--- src/rtl/gpio_bank.sv ---
module gpio_bank #(
  parameter int NUM_PINS = 64,
  parameter int ADDR_W   = 12
) (
  input  logic                  clk,
  input  logic                  rst_n,
  input  logic [ADDR_W-1:0]     bus_addr,
  input  logic                  bus_we,
  input  logic [31:0]           bus_wdata,
  output logic [31:0]           bus_rdata,
  input  logic [NUM_PINS-1:0]   pad_in,
  output logic [NUM_PINS-1:0]   pad_oe,
  output logic [NUM_PINS-1:0]   pad_out,
  output logic [4*NUM_PINS-1:0] pin_func
);

  localparam int WORDS  = NUM_PINS / 32;
  localparam int MWORDS = NUM_PINS / 8;

  logic        in_range;
  logic [1:0]  bank;
  logic [3:0]  slot;
  logic [3:0]  sub;
  logic        sub_ok;

  assign in_range = (bus_addr[ADDR_W-1:10] == '0);
  assign bank     = bus_addr[9:8];
  assign slot     = bus_addr[7:4];
  assign sub      = bus_addr[3:0];
  assign sub_ok   = (sub == 4'h0) || (sub == 4'h4) || (sub == 4'h8);

  function automatic logic [31:0] merge(input logic [31:0] cur,
                                        input logic [3:0]  op,
                                        input logic [31:0] d);
    case (op)
      4'h0:    merge = d;
      4'h4:    merge = cur | d;
      4'h8:    merge = cur & ~d;
      default: merge = cur;
    endcase
  endfunction

  logic [31:0] dir_rd  [WORDS];
  logic [31:0] dout_rd [WORDS];
  logic [31:0] din_rd  [WORDS];
  logic [31:0] mode_rd [MWORDS];

  logic [NUM_PINS-1:0] sync1, sync2;

  always_ff @(posedge clk or negedge rst_n) begin
    if (!rst_n) begin
      sync1 <= '0;
      sync2 <= '0;
    end else begin
      sync1 <= pad_in;
      sync2 <= sync1;
    end
  end

  for (genvar k = 0; k < WORDS; k++) begin : g_word
    logic [31:0] dir_w, dout_w;
    logic        hit_dir, hit_dout;

    assign hit_dir  = bus_we && in_range && sub_ok && bank == 2'd0 && slot == 4'(k);
    assign hit_dout = bus_we && in_range && sub_ok && bank == 2'd1 && slot == 4'(k);

    always_ff @(posedge clk or negedge rst_n) begin
      if (!rst_n) begin
        dir_w  <= '0;
        dout_w <= '0;
      end else begin
        if (hit_dir)  dir_w  <= merge(dir_w, sub, bus_wdata);
        if (hit_dout) dout_w <= merge(dout_w, sub, bus_wdata);
      end
    end

    assign pad_oe[k*32 +: 32]  = dir_w;
    assign pad_out[k*32 +: 32] = dout_w;
    assign dir_rd[k]           = dir_w;
    assign dout_rd[k]          = dout_w;
    assign din_rd[k]           = sync2[k*32 +: 32];
  end

  for (genvar m = 0; m < MWORDS; m++) begin : g_mode
    logic [31:0] mode_w;
    logic        hit_mode;

    assign hit_mode = bus_we && in_range && sub == 4'h0 && bank == 2'd3 && slot == 4'(m);

    always_ff @(posedge clk or negedge rst_n) begin
      if (!rst_n)        mode_w <= '0;
      else if (hit_mode) mode_w <= bus_wdata;
    end

    assign pin_func[m*32 +: 32] = mode_w;
    assign mode_rd[m]           = mode_w;
  end

  always_comb begin
    bus_rdata = '0;
    if (in_range) begin
      case (bank)
        2'd0: if (sub_ok)
          for (int k = 0; k < WORDS; k++) if (slot == 4'(k)) bus_rdata = dir_rd[k];
        2'd1: if (sub_ok)
          for (int k = 0; k < WORDS; k++) if (slot == 4'(k)) bus_rdata = dout_rd[k];
        2'd2: if (sub == 4'h0)
          for (int k = 0; k < WORDS; k++) if (slot == 4'(k)) bus_rdata = din_rd[k];
        default: if (sub == 4'h0)
          for (int m = 0; m < MWORDS; m++) if (slot == 4'(m)) bus_rdata = mode_rd[m];
      endcase
    end
  end

endmodule

--- config.mk ---
export PLATFORM = sky130hd
export DESIGN_NAME = gpio_bank
export DESIGN_NICKNAME = d
export VERILOG_FILES = /design/src/rtl/gpio_bank.sv
export SDC_FILE = /design/constraint.sdc
export NUM_CORES = 1
export LEC_CHECK = 0
export BUFFER_PORTS_ARGS = -buffer_cell sky130_fd_sc_hd__buf_4
export CORE_MARGIN = 8
export CORE_UTILIZATION = 35
export CTS_BUF_LIST = sky130_fd_sc_hd__clkbuf_8
export DETAILED_ROUTE_END_ITERATION = 7
export REMOVE_ABC_BUFFERS = 1
export SLEW_MARGIN = 10
export SYNTH_ARGS = -nofsm -noshare
export SYNTH_HDL_FRONTEND = slang
export SYNTH_SLANG_ARGS = --single-unit
export TNS_END_PERCENT = 50
--- constraint.sdc ---
create_clock -name clk -period 2.6 [get_ports clk]
set_clock_uncertainty 0.2 [all_clocks]
set_input_delay 0.13 -clock clk [delete_from_list [all_inputs] [get_ports clk]]
set_output_delay 0.13 -clock clk [all_outputs]
set_load 0.03 [all_outputs]
Word-level counts from Yosys, hierarchy flattened
Cells that the tools add are included.
{"block": "totals", "out_inout_bits": 416, "regBits": 512}
{"block": "op_classes", "eq_ne": 12, "bitwise_logic": 9, "n_reduce_logical": 29, "muxes": 24}
{"operator": "$mux 32", "count": 19}
{"operator": "$pmux 32 s3", "count": 5}
{"operator": "$and 32x32->32", "count": 4}
{"operator": "$or 32x32->32", "count": 4}
{"operator": "$not 32->32", "count": 1}
{"operator": "$eq 4x3->1 const B", "count": 5}
{"operator": "$logic_and 1x1->1", "count": 18}
{"operator": "$eq 4x2->1 const B", "count": 2}
{"operator": "$logic_not 4->1", "count": 2}
{"operator": "$reduce_and 2->1", "count": 4}
{"operator": "$eq 2x2->1 const B", "count": 2}
{"operator": "$eq 4x1->1 const B", "count": 1}
{"operator": "$eq 4x4->1 const B", "count": 1}
{"operator": "$logic_not 2->1", "count": 2}
{"operator": "$reduce_bool 3->1", "count": 1}
{"operator": "$eq 2x1->1 const B", "count": 1}
{"operator": "$logic_or 1x1->1", "count": 2}

Longest topological paths before layout
Gate-level depths: netlist of run 1.
{"block": "depth", "word_depth": 12, "depth_mapped": 8}

Worst setup path before layout of run 1
No wires, ideal clock.
{"block": "synth_timing", "kind": "input port to output port", "from": "in bus_addr[5]", "to": "out bus_rdata[27]", "arrival_ns": 2.133, "n_path_buf": 4, "required_ns": 2.270, "path_slack_ns": 0.137, "stages": 8, "cell_sequence": "clkbuf_1 clkbuf_1 buf_2 clkbuf_1 nand3b_1 a21oi_1 o221ai_1 a32oi_1"}
{"block": "synth_between", "elab_chain_cells": 12}
{"item": "start, declared", "line_no": "7", "rtl": "input logic [ADDR_W-1:0] bus_addr,"}
{"item": "$logic_not 4->1"}
{"item": "$mux 32 (8 in a row)", "line_no": "110", "rtl": "for (int m = 0; m < MWORDS; m++) if (slot == 4'(m)) bus_rdata = mode_rd[m];"}
{"item": "$mux 32", "line_no": "109", "rtl": "default: if (sub == 4'h0)"}
{"item": "$pmux 32 s3 (*)", "line_no": "102", "rtl": "case (bank)"}
{"item": "$mux 32 (*)", "line_no": "101", "rtl": "if (in_range) begin"}
{"item": "end, declared", "line_no": "10", "rtl": "output logic [31:0] bus_rdata,"}
Every way passes the cells marked *; elsewhere a longest branch is shown, timed or not.

Worst setup path in the final report of run 1
{"block": "layout_timing", "from": "in bus_we", "to": "reg g_word[0].dir_w[26]"}
{"block": "layout_between", "elab_chain_cells": 5}
{"item": "start, declared", "line_no": "8", "rtl": "input logic bus_we,"}
{"item": "$logic_and 1x1->1 (4 in a row)", "line_no": "64", "rtl": "assign hit_dir = bus_we && in_range && sub_ok && bank == 2'd0 && slot == 4'(k);"}
{"item": "$reduce_and 2->1 (no source line)"}
{"item": "end signal, assigned", "line_no": "72", "rtl": "if (hit_dir) dir_w <= merge(dir_w, sub, bus_wdata);"}
{"item": "end, declared", "line_no": "61", "rtl": "logic [31:0] dir_w, dout_w;"}
No other way between the ends.
A chain may end at the register's enable or synchronous reset.

==> results of run 1 <==
==> repair_timing <==
item / CTS / global route
hold buffers: 173 / 0
resized for setup: 0 / 2
endpoints found under the hold margin: 960 / 0
endpoints found under the setup margin: 0 / 3
==> through the flow <==
stage,util,power (W),hold slack (ns),instance area (um^2)
CTS,0.488,0.0201,0.00534,32700
global placement,0.436,0.0123,-0.0877,29100
detailed placement,0.436,0.0124,-0.0845,29100
finish,0.489,0.0200,0.0777,32700
floorplan,-,0.0105,-0.366,22800
global route,0.489,0.0208,0.0381,32700
==> worst max-delay path, delay by kind of cell <==
family                 cells  cell delay (ns)
AO/OA/AOI/OAI              2             0.40
AND/OR/NAND/NOR            2             0.22
buffers and inverters      5             2.10
==> state kept, by name, summed over array words and instances (netlist names) <==
name           count
g_mode.mode_w    256
g_word.dout_w     64
sync1             64
sync2             64
g_word.dir_w      64
==> per-layer routing <==
layer,track usage,up-vias
met4,0.101,0
met3,0.0692,229
met2,0.416,1075
met1,0.327,10700
met5,0,-
li1,-,8909
==> final cells by class <==
cell class | instances | share of cell area
antenna | 3 | 0.000230
sequential | 512 | 0.392
clock buffer | 116 | 0.0488
inverter | 131 | 0.0150
timing repair buffer | 800 | 0.210
multi-input combinational | 1223 | 0.295
tap | 873 | 0.0334
clock inverter | 37 | 0.00589
==> logic make-up after synthesis <==
logic type	synth area share
compound gates	0.154
buf+inv	0.0541
flops	0.544
mux	0.184
simple gates	0.0643
==> worst max-delay path by stage <==
| stage | start | end | slack [ns] | depth (start not counted) |
|---|---|---|---|---|
| detailed placement | bus_addr[3] | bus_rdata[26] | 0.1 | 7 |
| global route | g_mode[4].mode_w[3] | bus_rdata[3] | 0.002 | 5 |
| finish | bus_we | g_word[0].dir_w[26] | 0.05 | 9 |
| global placement | bus_addr[3] | bus_rdata[26] | 0.07 | 7 |
| floorplan | bus_addr[6] | g_word[0].dout_w[0] | -1.58 | 4 |
| CTS | g_mode[4].mode_w[12] | bus_rdata[12] | 0.04 | 5 |
==> cells in the final DEF, fill, tap and decap left out, drive strengths merged, types with 13 or more instances in the layout <==
cell	synthesis	layout
a22oi	19	19
mux2	326	326
o32ai	128	128
buf	41	628
nor3	13	13
dfrtp	512	512
o22ai	61	61
nor2	168	168
clkbuf	155	116
a21oi	37	37
inv	131	157
nor2b	33	33
mux2i	66	66
a22o	17	17
nand4	25	25
nand2	30	30
a211oi	46	46
dlygate4sd3	0	172
o2bb2ai	15	15
o21ai	160	160
a221o	14	14
==> power by group through the flow <==
stage	clock, W	combinational [W]	sequential [W]
2_1_floorplan	0	0.000912	0.00963
3_5_place_dp	0	0.00339	0.00901
5_1_grt	0.00800	0.00381	0.00894
3_3_place_gp	0	0.00333	0.00897
6_report	0.00747	0.00360	0.00888
4_1_cts	0.00765	0.00361	0.00887
==> results.toml, run 1 <==
[run]
drv_cap = 0

[detailed_routing]
ant_nets = 0
drc = 0
met1_length_mm = 40.8
wl_met2_mm = 47.7
wl_mm = 101
wl_met3_mm = 9.01
drtIter0Drc = 1727
drt_pass1_iterations = 5
vias = 20900
wire_per_inst_um = 27.4
viasPerCell = 5.66
top_layer_used = "met4"

[power_and_ir_drop]
power_switching_w = 0.00608
p_comb_frac = 0.181
clockPowerShare = 0.375
sw_frac_of_total = 0.305
seq_power_share = 0.445
cellPowerDensity_nw_per_um2 = 610
ir_drop_uv = 356
p_int_w = 0.0139
leakage_nw = 15.6

[global_routing]
grt_max_degree = 96
grt_pass1_vias = 21400
grt_overflow = 0
grt_pass1_wl_mm = 145
grt_usage = 0.257
antenna_found_initial = 4

[cts]
cts_buffer_depth = 3
path_clk_slew_ns = 0.06
cts_inserted_buffers = 92
clkLatencyLatePin_ns = 0.68
post_cts_buffers = 0
cts_tree = "built"
clock_sinks = 512
clock-root-buffer = "clkbuf_8"
htree_levels = 3

[critical_path]
cp_cell_sequence = "dlygate4sd3_1, buf_4, nor4b_1, dlygate4sd3_1, buf_4, nand2_4, buf_4, o21ai_0, o32ai_1"
crit_path_max_incr_delay_ns = 0.65
worstSetupPathType = "in -> reg"
path_max_fanout = 63
required_ns = 2.95
timing.rr.end = "g_word[0].dir_w[20]"
crit_path_end_kind = "flop"
r2r_cells = 2
ff2ff_setup_slack_ns = 1.49
path_common_cell = "buf_4"
startpoint_type = "input pin"
crit_slowest_cell = "buf_4"
r2r_start = "g_word[0].dir_w[20]"
arrival_ns = 2.90

[yosys]
synth-main-ff-cell = "dfrtp_1"
netlist.area_leader.share = 0.544
synth_top_area_cell = "dfrtp_1"
yosysSeqAreaShare = 0.544
synth-seq-cells = 512
async_reset_ff_frac = 1.00
yosysWarnings = 0
synth_cell_types = 44
netlist_top_cells_area = "dfrtp_1, mux2_2, o32ai_1"
syn_area_um2 = 23600
yosys-top-cells-count = "dfrtp_1, mux2_2, nor2_1"
yosysMostFrequentCell = "dfrtp_1"
synthCells = 2062
synth_edf_count = 0
avgSynthCellArea_um2 = 11.4

[floorplanning]
ios = 527
dieArea_um2 = 75900
start_util = 0.352
coreArea_um2 = 66900
dieWidth_um = 275
fp-row-count = 95
fp.dieH_um = 275

[cells_and_area]
seq_area_um2 = 12800
fill_cells = 5951
multiInputGateArea_um2 = 9640
nets = 2871
stdcell_count = 3695
synthToLayoutAreaGrowth_pct = 38.8
drive_above_1_share = 0.400

[hold_path]
min_path_type = "in -> reg"
holdCritStartpoint = "bus_addr[5]"
holdPathEnd = "g_mode[3].mode_w[4]"
whs_path_depth = 5

[sta]
worst_pin_slew_ns = 0.847
setup-tns-final_ns = 0
fmax_mhz = 392
post-route-min-period_ns = 2.55
finalCritPeriodShare = 0.981
slew_viol_final = 0
slew_headroom = 0.435
rsz0062_at_grt = "false"
setup_slack_ns = 0.0486
setup_violations = 0
hold_viol_final = 0

[placed_design]
gp_congestion = 0.853
port-buffer-count = 526
post-dp-hpwl_mm = 68.1
dp_slack_ns = 0.0987
placed_cells = 3366

[run_status]
status = "finished, final reports clean"
Power figures use the tool's default switching activity.
==> inputs of run 2 (changes only) <==
--- a/config.mk
+++ b/config.mk
@@ -8,5 +8,5 @@
 export BUFFER_PORTS_ARGS = -buffer_cell sky130_fd_sc_hd__buf_4
 export CORE_MARGIN = 8
-export CORE_UTILIZATION = 35
+export CORE_UTILIZATION = 30
 export CTS_BUF_LIST = sky130_fd_sc_hd__clkbuf_8
 export DETAILED_ROUTE_END_ITERATION = 7
==> constraint.sdc (replaced) <==
create_clock -name clk -period 2.4 [get_ports clk]
set_clock_uncertainty 0.2 [all_clocks]
set_input_delay 0.12 -clock clk [delete_from_list [all_inputs] [get_ports clk]]
set_output_delay 0.12 -clock clk [all_outputs]
set_load 0.02 [all_outputs]
==> results.toml, run 2 (same netlist as run 1, synthesis figures left out) <==
[global_routing]
grt_pass1_wl_mm = 152
grt_max_degree = 77
grt_usage = 0.235
grt_pass1_vias = 22300
antenna_found_initial = 6
grt_overflow = 0

[cts]
path_clk_slew_ns = 0.06
clock_sinks = 512
htree_levels = 3
cts_buffer_depth = 3
clock-root-buffer = "clkbuf_8"
cts_inserted_buffers = 92
clkLatencyLatePin_ns = 0.69
cts_tree = "built"

[power_and_ir_drop]
total_power_w = 0.0220
seq_power_share = 0.438
power_switching_w = 0.00662
p_int_w = 0.0154
ir_drop_uv = 407
sw_frac_of_total = 0.301
p_comb_frac = 0.171
cellPowerDensity_nw_per_um2 = 644
clockPowerShare = 0.391
leakage_nw = 16.2

[sta]
worst_pin_slew_ns = 0.682
finalCritPeriodShare = 1.03
post-route-min-period_ns = 2.47
setup_violations = 1
fmax_mhz = 404
hold_viol_final = 0
slew_viol_final = 0
slew_headroom = 0.545
rsz0062_at_grt = "true"
setup-tns-final_ns = -0.0742
setup_slack_ns = -0.0742

[cells_and_area]
layout_common_cells = "buf_4, dfrtp_1, mux2_2"
final_common_cell = "buf_4"
largest-register = "g_mode.mode_w"
nets = 2949
largest_register_ffs = 256
fin_area_um2 = 34200
drive_above_1_share = 0.436
synthToLayoutAreaGrowth_pct = 45.0
fill_cells = 7119
fin_util = 0.440

[floorplanning]
fp.dieH_um = 296
fp-row-count = 102
ios = 527
dieArea_um2 = 87800
dieWidth_um = 296
start_util = 0.304
coreArea_um2 = 77600

[critical_path]
worstSetupPathType = "in -> out"
required_ns = 2.08
startpoint_type = "input pin"
crit_path_end_kind = "output pin"
arrival_ns = 2.15
path_max_fanout = 11

[hold_path]
min_path_type = "in -> reg"

[detailed_routing]
drc = 0
drt_pass1_iterations = 5
vias = 21500
drtIter0Drc = 1683
wl_mm = 108
viasPerCell = 5.43
wire_per_inst_um = 27.2
ant_nets = 0

[placed_design]
port-buffer-count = 526
gp_congestion = 0.855
post-dp-hpwl_mm = 73.9
postPlaceCellArea_um2 = 29700

[run]
drv_cap = 0

[run_status]
failed_checks = "negative setup slack"
status = "complete, but fails checks"
-- run 2: cell types whose count changed in the layout (fill, tap and decap cells not counted), sizes merged --
cell / delta
buf: +82
bufinv: +2
clkbuf: -2
clkinv: +7
clkinvlp: +1
diode: -2
dlygate4sd3: -4
inv: +7
-- run 2: final timing paths --
path                            slack (ns)              endpoint  cells after the start           startpoint
worst max-delay path                 -0.07          bus_rdata[4]                     10          bus_addr[2]
worst min-delay path                  0.08  g_word[0].dout_w[12]                      6         bus_addr[10]
worst max register to register        0.84   g_word[0].dout_w[7]                      3  g_word[0].dout_w[7]
worst min register to register        0.14             sync2[35]                      0            sync1[35]
max in group asynchronous             0.95   g_mode[3].mode_w[6]                      4                rst_n
min in group asynchronous             0.55             sync2[15]                      4                rst_n
-- run 2: critical path, cell delays in order --
cell	delay, ns
buf_4	0.11
buf_4	0.14
buf_4	0.15
a211oi_4	0.32
buf_12	0.19
nand3_1	0.15
buf_12	0.20
o211ai_1	0.39
a22o_1	0.25
buf_6	0.12
-- run 2: timing repair --
| item | 4_1_cts | 5_1_grt |
|---|---|---|
| hold buffers | 169 | 0 |
| gates resized for setup | 54 | 48 |
| pin swaps | 34 | 42 |
| buffers inserted | 17 | 29 |
| setup endpoints to repair | 32 | 34 |
| endpoints found under the hold margin | 960 | 0 |
-- run 2: per-layer routing --
metal  global-route usage  wire (um)  vias to the layer above
met4                0.110       5260                        6
met1                0.278      40800                    10900
met3               0.0779      10600                      291
met2                0.385      50900                     1126
met5                    0         41                        -
li1                     -          -                     9100
-- run 2: cell type report --
| type | count | area [um^2] | share of cell area |
|---|---|---|---|
| clock inverter | 54 | 372 | 0.0109 |
| inverter | 131 | 492 | 0.0144 |
| tap | 1040 | 1300 | 0.0381 |
| multi-input combinational | 1223 | 10000 | 0.292 |
| timing repair buffer | 878 | 7630 | 0.223 |
| clock buffer | 114 | 1570 | 0.0459 |
| sequential | 512 | 12800 | 0.375 |
| antenna | 1 | 2.50 | 0.0000732 |
-- run 2: metrics by stage --
step	setup WS, ns	cells	hold slack [ns]
floorplan	-1.77	1866	-0.376
global placement	-0.232	3569	-0.101
detailed placement	-0.255	3569	-0.0897
CTS	-0.0901	3923	0.0134
global route	-0.103	3952	0.0704
finish	-0.0742	3953	0.0789
-- run 2: power by group through the flow --
stage | clock [W] | combinational [W] | sequential [W]
floorplan | 0 | 0.000984 | 0.0101
global placement | 0 | 0.00332 | 0.00974
detailed placement | 0 | 0.00339 | 0.00978
CTS | 0.00879 | 0.00368 | 0.00963
global route | 0.00918 | 0.00401 | 0.00970
finish | 0.00860 | 0.00377 | 0.00964
==> inputs of run 3 (changes only) <==
Settings changed: ABC_AREA set to 1, CAP_MARGIN set to 20.
==> results.toml, run 3 <==
[placed_design]
port-buffer-count = 526
postPlaceCellArea_um2 = 28300
placed_cells = 4062
gp_congestion = 0.915
post-dp-hpwl_mm = 69.4

[run]
drv_cap = 0

[cts]
clock_sinks = 512
path_clk_slew_ns = 0.06
cts_tree = "built"
cts_buffer_depth = 3
cts_inserted_buffers = 90
clock-root-buffer = "clkbuf_8"
htree_levels = 3
clkLatencyLatePin_ns = 0.66

[critical_path]
timing.rr.end = "g_mode[2].mode_w[10]"
r2r_start = "g_mode[2].mode_w[10]"
path_max_fanout = 3
startpoint_type = "flop"
critical_path.startpoint = "g_mode[2].mode_w[23]"
crit_path_end_kind = "output pin"
ff2ff_setup_slack_ns = 1.29
critPathCapture = "bus_rdata[23]"
required_ns = 2.08
r2r_cells = 4
arrival_ns = 2.09
worstSetupPathType = "reg -> out"

[cells_and_area]
drive_above_1_share = 0.263
final_common_cell = "nand2_1"
fin_area_um2 = 32500
largest-register = "g_mode.mode_w"
layout_common_cells = "nand2_1, buf_4, dfrtp_1"
synthToLayoutAreaGrowth_pct = 43.9
multiInputGateArea_um2 = 8630
largest_register_ffs = 256
fill_cells = 7210
seq_area_um2 = 12800
nets = 3498
stdcell_count = 4433

[run_status]
failed_checks = "negative hold slack, negative setup slack"
status = "complete, but fails checks"

[yosys]
synth-main-ff-cell = "dfrtp_1"
yosysWarnings = 0
yosysSeqAreaShare = 0.568
avgSynthCellArea_um2 = 8.57
async_reset_ff_frac = 1.00
netlist.area_leader.share = 0.568
synthCells = 2632
syn_area_um2 = 22600
synth-seq-cells = 512
yosys-top-cells-count = "nand2_1, dfrtp_1, o21ai_0"
synth_top_area_cell = "dfrtp_1"
yosysMostFrequentCell = "nand2_1"
synth_edf_count = 0
synth_cell_types = 26
netlist_top_cells_area = "dfrtp_1, nand2_1, o21ai_0"

[detailed_routing]
ant_nets = 0
drc = 0
wl_mm = 98.7
drt_pass1_iterations = 6
wire_per_inst_um = 22.3
vias = 22300
drtIter0Drc = 2250
viasPerCell = 5.03

[sta]
setup_violations = 1
worst_pin_slew_ns = 0.660
whs_ns = -0.00225
fmax_mhz = 415
slew_headroom = 0.559
setup_slack_ns = -0.0122
finalCritPeriodShare = 1.01
slew_viol_final = 0
hold_viol_final = 1
post-route-min-period_ns = 2.41
rsz0062_at_grt = "true"

[floorplanning]
dieArea_um2 = 84200
fp-row-count = 100
ios = 527
dieWidth_um = 290
fp.dieH_um = 290
coreArea_um2 = 74400
start_util = 0.303

[global_routing]
grt_overflow = 0
grt_max_degree = 72
grt_pass1_wl_mm = 145
grt_usage = 0.224
antenna_found_initial = 6
grt_pass1_vias = 21500

[power_and_ir_drop]
leakage_nw = 15.8
ir_drop_uv = 414
cellPowerDensity_nw_per_um2 = 574

[hold_path]
holdCritStartpoint = "bus_addr[2]"
min_path_type = "in -> reg"
run 3: cell count changes after synthesis, sizes merged, moves of 50 or more:
| cell | before | now |
|---|---|---|
| o21ai | 160 | 274 |
| o32ai | 128 | 0 |
| nand3 | 7 | 174 |
| a21boi | 0 | 64 |
| a21oi | 37 | 113 |
| a32oi | 2 | 64 |
| inv | 131 | 217 |
| mux2 | 326 | 0 |
| mux2i | 66 | 0 |
| nor2 | 168 | 68 |
| clkbuf | 155 | 105 |
| nand2 | 30 | 836 |
run 3: final cells by class:
type / count / share of cell area
repair buffers: 825 / 0.221
inverters: 218 / 0.0252
flip-flops and latches: 512 / 0.395
well taps: 969 / 0.0373
diodes: 9 / 0.000694
clock inverters: 49 / 0.00825
clock buffers: 111 / 0.0471
multi-input cells: 1740 / 0.266
run 3: worst max-delay path, cell delays in order (launching register included):
cell and delay (ns):
dfrtp_1 0.40, nand3_1 0.12, nand3_2 0.10, nor2_2 0.12, nand4_1 0.27, nand2_2 0.20, a21oi_4 0.08, buf_6 0.14
run 3: what timing repair did:
action	4_1_cts	5_1_grt
hold buffers	168	0
hold endpoints to repair	960	0
setup endpoints to repair	17	29
gates resized for setup	33	56
pin swaps	10	22
buffers inserted	7	26
run 3: stage by stage:
step / setup TNS (ns) / setup WS, ns / util / total power, W
after global routing: -1.24 / -0.172 / 0.436 / 0.0193
after global placement: -0.0301 / -0.0301 / 0.381 / 0.0104
after CTS: -0.497 / -0.0997 / 0.430 / 0.0188
final: -0.0122 / -0.0122 / 0.436 / 0.0186
after floorplan: -1044.16 / -3.87 / - / 0.00949
after detailed placement: -0.0430 / -0.0430 / 0.381 / 0.0104
run 3: how the worst min path moves through the flow:
stage | to | slack, ns | depth (start not counted)
floorplan | g_mode[0].mode_w[0] | -0.38 | 0
global placement | sync1[28] | -0.1 | 1
detailed placement | sync1[28] | -0.09 | 1
CTS | g_word[0].dir_w[27] | 0.01 | 4
global route | g_word[1].dir_w[28] | 0.01 | 6
finish | g_word[1].dir_w[13] | -0.002 | 6
run 3: per-layer routing:
metal / GRT usage / up-vias / wire length [um]
met5: 0 / - / 22
met4: 0.101 / 4 / 4630
met3: 0.0490 / 222 / 7360
met2: 0.353 / 1015 / 45200
met1: 0.294 / 10800 / 41500
li1: - / 10200 / -
run 3: where the power goes:
part	switching, W	internal [W]
Combinational	0.00104	0.000622
Sequential	0.0000743	0.00879
Clock	0.00381	0.00429
Total	0.00493	0.0137
run 3: logic make-up after synthesis:
family | after synthesis | share of synthesized area
AOI/OAI and AO/OA | 601 | 0.157
buffers and inverters | 380 | 0.0662
DFF | 512 | 0.568
and+or+nand+nor | 1139 | 0.209
